### src/rtl/ifg_pkg.sv
package ifg_pkg;
  typedef enum logic {
    PHY_MII   = 1'b0,
    PHY_RGMII = 1'b1
  } phy_if_e;

  typedef enum logic [1:0] {
    SRC_FD_FIXED  = 2'd0,
    SRC_FD_CLIENT = 2'd1,
    SRC_HD_MII    = 2'd2,
    SRC_HD_RGMII  = 2'd3
  } gap_src_e;
endpackage

### src/rtl/ifg_gap_select.sv
module ifg_gap_select
  import ifg_pkg::*;
#(
  parameter int GAP_W        = 8,
  parameter int FD_MIN       = 12,
  parameter int HD_MII_MIN   = 18,
  parameter int HD_RGMII_MIN = 26
) (
  input  logic             full_duplex,
  input  logic             phy_rgmii,
  input  logic             adj_en,
  input  logic [GAP_W-1:0] gap_req,
  output logic [GAP_W-1:0] gap_sel
);
  localparam logic [GAP_W-1:0] FD_V  = GAP_W'(FD_MIN);
  localparam logic [GAP_W-1:0] MII_V = GAP_W'(HD_MII_MIN);
  localparam logic [GAP_W-1:0] RGM_V = GAP_W'(HD_RGMII_MIN);

  gap_src_e src;
  phy_if_e  phy;

  always_comb begin
    phy = phy_if_e'(phy_rgmii);
    if (full_duplex) src = adj_en ? SRC_FD_CLIENT : SRC_FD_FIXED;
    else             src = (phy == PHY_RGMII) ? SRC_HD_RGMII : SRC_HD_MII;
  end

  always_comb begin
    unique case (src)
      SRC_FD_CLIENT: gap_sel = (gap_req < FD_V) ? FD_V : gap_req;
      SRC_HD_MII:    gap_sel = MII_V;
      SRC_HD_RGMII:  gap_sel = RGM_V;
      default:       gap_sel = FD_V;
    endcase
  end

  // the selected gap never drops below the full-duplex minimum
  always_comb begin
    p_clamp_r6: assert (gap_sel >= FD_V);
  end
endmodule

### src/rtl/ifg_gap_counter.sv
module ifg_gap_counter #(
  parameter int GAP_W = 8
) (
  input  logic             clk,
  input  logic             rst,
  input  logic             load,
  input  logic [GAP_W-1:0] load_val,
  input  logic             tick,
  output logic [GAP_W-1:0] cnt,
  output logic             ready
);
  always_ff @(posedge clk) begin
    if (rst) begin
      cnt   <= '0;
      ready <= 1'b1;
    end else if (load) begin
      cnt   <= load_val;
      ready <= (load_val == '0);
    end else if (tick && cnt != '0) begin
      cnt   <= cnt - 1'b1;
      ready <= (cnt == GAP_W'(1));
    end
  end

  p_reset_r1: assert property (@(posedge clk)
    rst |=> (ready && cnt == '0));

  p_dec_r9: assert property (@(posedge clk) disable iff (rst)
    (tick && !load && cnt != '0) |=> (cnt == $past(cnt) - 1'b1));

  p_hold_r9: assert property (@(posedge clk) disable iff (rst)
    (!tick && !load) |=> ($stable(cnt) && $stable(ready)));

  p_load_r10: assert property (@(posedge clk) disable iff (rst)
    (load && load_val != '0) |=> !ready);
endmodule

### src/rtl/ifg_gap_ctrl.sv
module ifg_gap_ctrl #(
  parameter int GAP_W        = 8,
  parameter int FD_MIN       = 12,
  parameter int HD_MII_MIN   = 18,
  parameter int HD_RGMII_MIN = 26
) (
  input  logic             clk,
  input  logic             rst,
  input  logic             byte_en,
  input  logic             sof_req,
  input  logic             frame_end,
  input  logic             full_duplex,
  input  logic             phy_rgmii,
  input  logic             gap_adj_en,
  input  logic [GAP_W-1:0] gap_req,
  output logic             tx_ready
);
  logic [GAP_W-1:0] gap_sel;
  logic [GAP_W-1:0] gap_lat;
  logic [GAP_W-1:0] cnt;

  ifg_gap_select #(
    .GAP_W(GAP_W), .FD_MIN(FD_MIN),
    .HD_MII_MIN(HD_MII_MIN), .HD_RGMII_MIN(HD_RGMII_MIN)
  ) u_sel (
    .full_duplex(full_duplex),
    .phy_rgmii  (phy_rgmii),
    .adj_en     (gap_adj_en),
    .gap_req    (gap_req),
    .gap_sel    (gap_sel)
  );

  // gap value captured at frame start
  always_ff @(posedge clk) begin
    if (rst)          gap_lat <= GAP_W'(FD_MIN);
    else if (sof_req) gap_lat <= gap_sel;
  end

  ifg_gap_counter #(.GAP_W(GAP_W)) u_cnt (
    .clk     (clk),
    .rst     (rst),
    .load    (frame_end),
    .load_val(gap_lat),
    .tick    (byte_en),
    .cnt     (cnt),
    .ready   (tx_ready)
  );

  p_latch_r8: assert property (@(posedge clk) disable iff (rst)
    !sof_req |=> $stable(gap_lat));

  p_hd_min_r7: assert property (@(posedge clk) disable iff (rst)
    (sof_req && !full_duplex) |=> (gap_lat >= GAP_W'(HD_MII_MIN)));

  p_end_r10: assert property (@(posedge clk) disable iff (rst)
    frame_end |=> (!tx_ready && cnt == $past(gap_lat)));
endmodule

### config.mk
export PLATFORM = sky130hd
export DESIGN_NAME = ifg_gap_ctrl
export DESIGN_NICKNAME = d
export VERILOG_FILES = /design/src/rtl/ifg_pkg.sv /design/src/rtl/ifg_gap_select.sv /design/src/rtl/ifg_gap_counter.sv /design/src/rtl/ifg_gap_ctrl.sv
export SDC_FILE = /design/constraint.sdc
export NUM_CORES = 1
export LEC_CHECK = 0
export BUFFER_PORTS_ARGS = -buffer_cell sky130_fd_sc_hd__buf_2
export CAP_MARGIN = 25
export CORE_ASPECT_RATIO = 1.2
export CORE_MARGIN = 3
export CORE_UTILIZATION = 29
export DETAILED_ROUTE_END_ITERATION = 8
export MAX_ROUTING_LAYER = met4
export PLACE_DENSITY_LB_ADDON = 0.2
export SYNTH_ARGS = -nofsm -noshare
export SYNTH_HDL_FRONTEND = slang
export SYNTH_SLANG_ARGS = --single-unit
### constraint.sdc
create_clock -name clk -period 1.6 [get_ports clk]
set_input_delay 0.08 -clock clk [delete_from_list [all_inputs] [get_ports clk]]
set_output_delay 0.08 -clock clk [all_outputs]
set_load 0.05 [all_outputs]
======== After elaboration in Yosys (flattened, before gate mapping) ========
Index checks and enable logic that the tools add are counted.
word-level totals
  flip-flop bits (word level) ............. 17
  output and inout port bits .............. 1
  word-level logic and storage cells ...... 22
cells by class
  add/sub/neg operators ................... 1
  order comparisons ....................... 1
  equal/unequal tests ..................... 4
  mux-type cells .......................... 9
  reduce and logical (&&, ||, !) cells .... 4
operators with widths
  kind                                                                   count
  8-bit two-way mux                                                      3
  8-bit case mux with 3 select lines                                     1
  8-bit by 1-bit == test with 1-bit output (second input constant)       1
  8-bit logical NOT                                                      1
  8-bit by 4-bit < comparator with 1-bit output (second input constant)  1
  8-bit nonzero test                                                     1
  8-bit by 1-bit subtractor with 8-bit output (second input constant)    1
  2-bit == test (second input constant)                                  2
  1-bit two-way mux                                                      4
  2-bit by 1-bit == test with 1-bit output (second input constant)       1
  2-bit two-way mux                                                      1
  2-bit nonzero test                                                     1
  1-bit logical AND                                                      1

======== Longest topological paths before layout ========
  depth in word-level cells ............... 4
  gate-level depth with buffers ........... 6

======== Hierarchy ========
A second synthesis with hierarchy kept.
unflattened totals
  cells, all modules ...................... 112
  area total of the unflattened synthesis .. 989.7 sq um
modules (own cells, without submodules)
  module           instances  cells an instance  area an instance (sq um)  sequential area each (sq um)
  ifg_gap_counter  1          68                 576.8                     180.2
  ifg_gap_ctrl     1          26                 292.8                     160.2
  ifg_gap_select   1          18                 120.1                     0.0

======== Worst setup path after synthesis ========
OpenSTA, ideal clock, no wires.
  kind .................................... register to register
  start ................................... register u_cnt.cnt[0]
  end ..................................... register u_cnt.cnt[4]
  arrival time ............................ 1.474 ns
  data required time ...................... 1.472 ns
  path slack .............................. -0.002 ns
  stages on the path, launching flop included .. 7
  period minus slack after synthesis ...... 1.602 ns
  path through ............................ dfxtp_1 -> inv_1 -> ha_1 -> nor3b_1 -> a21boi_0 -> a311oi_1 -> nor3_1
between the ends
  longest elaborated chain between the ends .. 3
RTL lines
  item                                                                               RTL line                                      text
  start, declared                                                                    ifg_gap_counter.sv:9                          output logic [GAP_W-1:0] cnt,
  start signal, assigned                                                             ifg_gap_counter.sv:17                         cnt <= load_val;
  start signal, assigned                                                             ifg_gap_counter.sv:20                         cnt <= cnt - 1'b1;
  8-bit by 1-bit subtractor with 8-bit output or 8-bit nonzero test (tied branches)  ifg_gap_counter.sv:20, ifg_gap_counter.sv:19
  8-bit two-way mux or 1-bit logical AND (tied branches)                             ifg_gap_counter.sv:19                         end else if (tick && cnt != '0) begin
  8-bit two-way mux or 2-bit nonzero test (tied branches)                            --
Parallel ways exist; a longest one is shown, timed or not. The select of a mux whose other input is x is not followed.
A chain may end at the register's enable or synchronous reset.

======== Worst setup path after layout ========
  start ................................... register u_cnt.cnt[0]
  end ..................................... register u_cnt.cnt[7]
Same word-level chain as after synthesis.

==> run_results.csv <==
group,metric,value,unit
global_routing,grt_pass1_vias,945,
place,port_buffers,16,
global_routing,grt_max_degree,18,
yosys,yosys.area_share.xor_xnor,0.01900,
die,rows,21,
yosys,synth_top_family_by_area,"simple AND/OR/NAND/NOR gates",
clock_tree,cts_tree,"done",
sta,fin_skew,0.008745,ns
clock_tree,root_buffer,"clkbuf_4",
layout,layout.nets,154,
sta,slew_viol_final,0,
power,internal_power,678.5,uW
critical_path,setup.worst_path.class,"register to register",
die,core_area,2917,sq um
clock_tree,cts.sinks,17,
yosys,synth_warnings,0,
sta,maxSlewHeadroom,0.7552,
route,drt-wirelength-per-cell,13.71,um
route,vias,910,
global_routing,grt-ovfl-total,0,
yosys,synth-main-ff-cell,"dfxtp_1",
place,place_ws,-0.02580,ns
global_routing,grt_util_met2,0.2274,
sta,rsz0062_at_grt,"true",
layout,area_growth_syn_to_layout,25.78,%
yosys,synthSimpleGateAreaFrac,0.3039,
clock_tree,clk_pin_slew_worst_paths,0.11,ns
clock_tree,clk_latency,0.29,ns
route,drc,0,
critical_path,setup.worst_path.start_class,"register",
clock_tree,cts_buffers,3,
yosys,synth_largest_area_cell,"dfxtp_1",
critical_path,timing.rr.start,"u_cnt.cnt[0]",
sta,fmax,621.3,MHz
die,die_w,57.48,um
place,place.gp.congestion,0.7149,
critical_path,r2r-end,"u_cnt.cnt[7]",
critical_path,r2r_setup_slack,-0.01,ns
yosys,ys_seq_area_frac,0.3691,
power,leakagePower,0.0004374,uW
sta,finalCriticalPeriod,1.610,ns
power,peakVddDrop,0.4102,mV
die,io_pins,17,
die,initial_core_util,0.3162,
route,totalWireLength,2.317,mm
power,switchingPower,317.9,uW
power,swShare,0.3190,
power,pwr-share-comb,0.279,
yosys,synth_edf_count,0,
run_status,violations,"setup timing",
yosys,synth_adder_area_share,0.02714,
route,firstDrtPassIters,4,
yosys,synth_top_area_frac,0.3691,
critical_path,worstPathMaxFanout,3,
layout,layout-drive-gt1-share,0.3111,
power,p_per_area,859.1,nW/um^2
run_status,status,"finished, violations left",
sta,postLayoutSetupSlackWorst,-0.009635,ns
clock_tree,clockBufferDepth,2,
global_routing,antenna_found_initial,0,
critical_path,cp-end-kind,"register",
die,dieArea,3895,sq um
yosys,synth_compound_area_frac,0.2144,
yosys,avgSynthCellArea,8.233,sq um
critical_path,rr_worst_depth,4,
global_routing,grt_pass1_wl,4.002,mm
worst_hold_path,hold_start,"gap_req[2]",
yosys,synth.cell_area,922.1,sq um
place,place_hpwl,1.746,mm
global_routing,gr-usage-met3,0.01721,
sta,finalHoldViolations,0,
critical_path,worstPathArrival,1.78,ns
yosys,synth_cell_types,34,
power,p_clk_frac,0.242,
global_routing,use_met1,0.1617,
place,dp.cells,165,
critical_path,worstPathRequired,1.77,ns
global_routing,track_usage,0.1357,
yosys,yosys-mux-area-fraction,0.02171,
route,drtIter0Drc,34,
sta,final-setup-viol-count,1,
layout,layout.cells.non_filler,169,
route,vias_per_cell,5.385,
route,ant_nets,0,
sta,worstMarginPinSlew,0.3668,ns
yosys,synthesis.nets,130,
layout,antenna_cells,0,
yosys,synthArstFlopShare,0,
worst_hold_path,hold_path_end,"gap_lat[2]",
run,maxCapViolCount,0,
clock_tree,holdBufCountCts,0,
worst_hold_path,holdPathStages,3,
power,p_seq_frac,0.479,
die,die_h,67.77,um
yosys,syn_inst,112,
sta,hold_slack,0.04441,ns
yosys,synth-seq-cells,17,
clock_tree,post_cts_buffers,0,
clock_tree,ctsHtreeMaxLevel,1,
worst_hold_path,hold_class,"primary input to register",
yosys,ys_top_cells_by_area,"dfxtp_1 (37%), a21oi_1 (6.5%), a211oi_2 (4.1%)",
sta,finalCritPeriodShare,1.006,
global_routing,top_usage_layer,"met2",
-- cells in the final DEF (no fill, tap or decap), drive strengths merged --
master and instances:
buf 24, dfxtp 17, a21oi 12, nor2 10
nand2 9, nand3 7, inv 6, a211oi 6
nor3 5, nor4 4, clkbuf 4, o21ai 4
nor3b 3, or4 2, nand2b 2, mux2i 2
a31oi 2, nor2b 2, xnor2 2, ha 2
and2 1, nand4 1, or3b 1, a21boi 1
a311oi 1, o31ai 1, o2111ai 1, a32oi 1
nand4b 1, nor4b 1
-- state kept, by name, summed over array words and instances (netlist names) --
signal,cells
gap_lat,8
u_cnt.cnt,8
u_cnt.ready,1
-- power by group through the flow --
stage | Combinational [uW] | Clock [uW] | Sequential (uW)
floorplan | 153 | 0 | 492
CTS | 262 | 247 | 475
global placement | 246 | 0 | 484
detailed placement | 248 | 0 | 485
finish | 278 | 241 | 477
global route | 303 | 269 | 482
-- worst max path at each step --
stage                 startpoint           end  slack [ns]  depth (start not counted)
floorplan           u_cnt.cnt[0]  u_cnt.cnt[6]        0.04                          6
global placement    u_cnt.cnt[1]  u_cnt.cnt[6]       -0.02                          6
detailed placement  u_cnt.cnt[0]  u_cnt.cnt[4]       -0.03                          6
CTS                 u_cnt.cnt[0]  u_cnt.cnt[7]      -0.001                          4
global route        u_cnt.cnt[0]  u_cnt.cnt[7]       -0.09                          4
finish              u_cnt.cnt[0]  u_cnt.cnt[7]       -0.01                          4
-- stage by stage --
step / instance area, sq um / setup TNS [ns] / util / total power [uW]
global placement: 1091 / -0.01812 / 0.3741 / 729.7
finish: 1160 / -0.009635 / 0.3977 / 996.4
CTS: 1134 / -0.001145 / 0.3887 / 984.5
detailed placement: 1091 / -0.04930 / 0.3741 / 732.8
floorplan: 927.1 / 0 / - / 645.5
global route: 1160 / -0.1617 / 0.3977 / 1054
-- per-layer routing --
layer  vias up  routed length (um)
li1        455                   -
met1       417                1104
met2        36                1048
met3         2                 142
met4         0                  22
met5         -                   0
-- synth_stat cells (2+ instances only) --
| cell | n |
|---|---|
| a211oi_1 | 3 |
| a211oi_2 | 3 |
| a21oi_1 | 12 |
| a31oi_1 | 2 |
| clkbuf_1 | 4 |
| dfxtp_1 | 17 |
| ha_1 | 2 |
| inv_1 | 6 |
| mux2i_1 | 2 |
| nand2_1 | 9 |
| nand2b_1 | 2 |
| nand3_1 | 7 |
| nor2_1 | 10 |
| nor2b_1 | 2 |
| nor3_1 | 5 |
| nor3b_1 | 3 |
| nor4_1 | 3 |
| o21ai_1 | 2 |
| or4_4 | 2 |
| xnor2_1 | 2 |
-- layout make-up --
| type | instances | area (sq um) |
|---|---|---|
| multi-input cells | 84 | 585.6 |
| inverters | 6 | 22.52 |
| clock buffers | 4 | 26.28 |
| repair buffers | 24 | 140.1 |
| well taps | 34 | 42.54 |
| fillers | 301 | 1757 |
| flip-flops and latches | 17 | 342.8 |
-- cells by family after synthesis --
logic type      count (synthesis)
fa+ha+maj                       2
compound gates                 29
buf+inv                        11
xor+xnor                        2
simple gates                   49
flops                          17
mux                             2
-- worst max-delay path: stages, from the launching register on --
cell and delay [ns]:
dfxtp_2 0.35, or4_4 0.58, nor4_4 0.24, mux2i_1 0.24, a211oi_2 0.08
-- what timing repair did --
action / 4_1_cts / 5_1_grt
hold endpoints to repair: 0 / 0
gates resized for setup: 4 / 7
cloned: 0 / 0
endpoints found under the setup margin: 4 / 6
pin swaps: 1 / 2
Note: power is estimated with default switching activity, not from simulation.
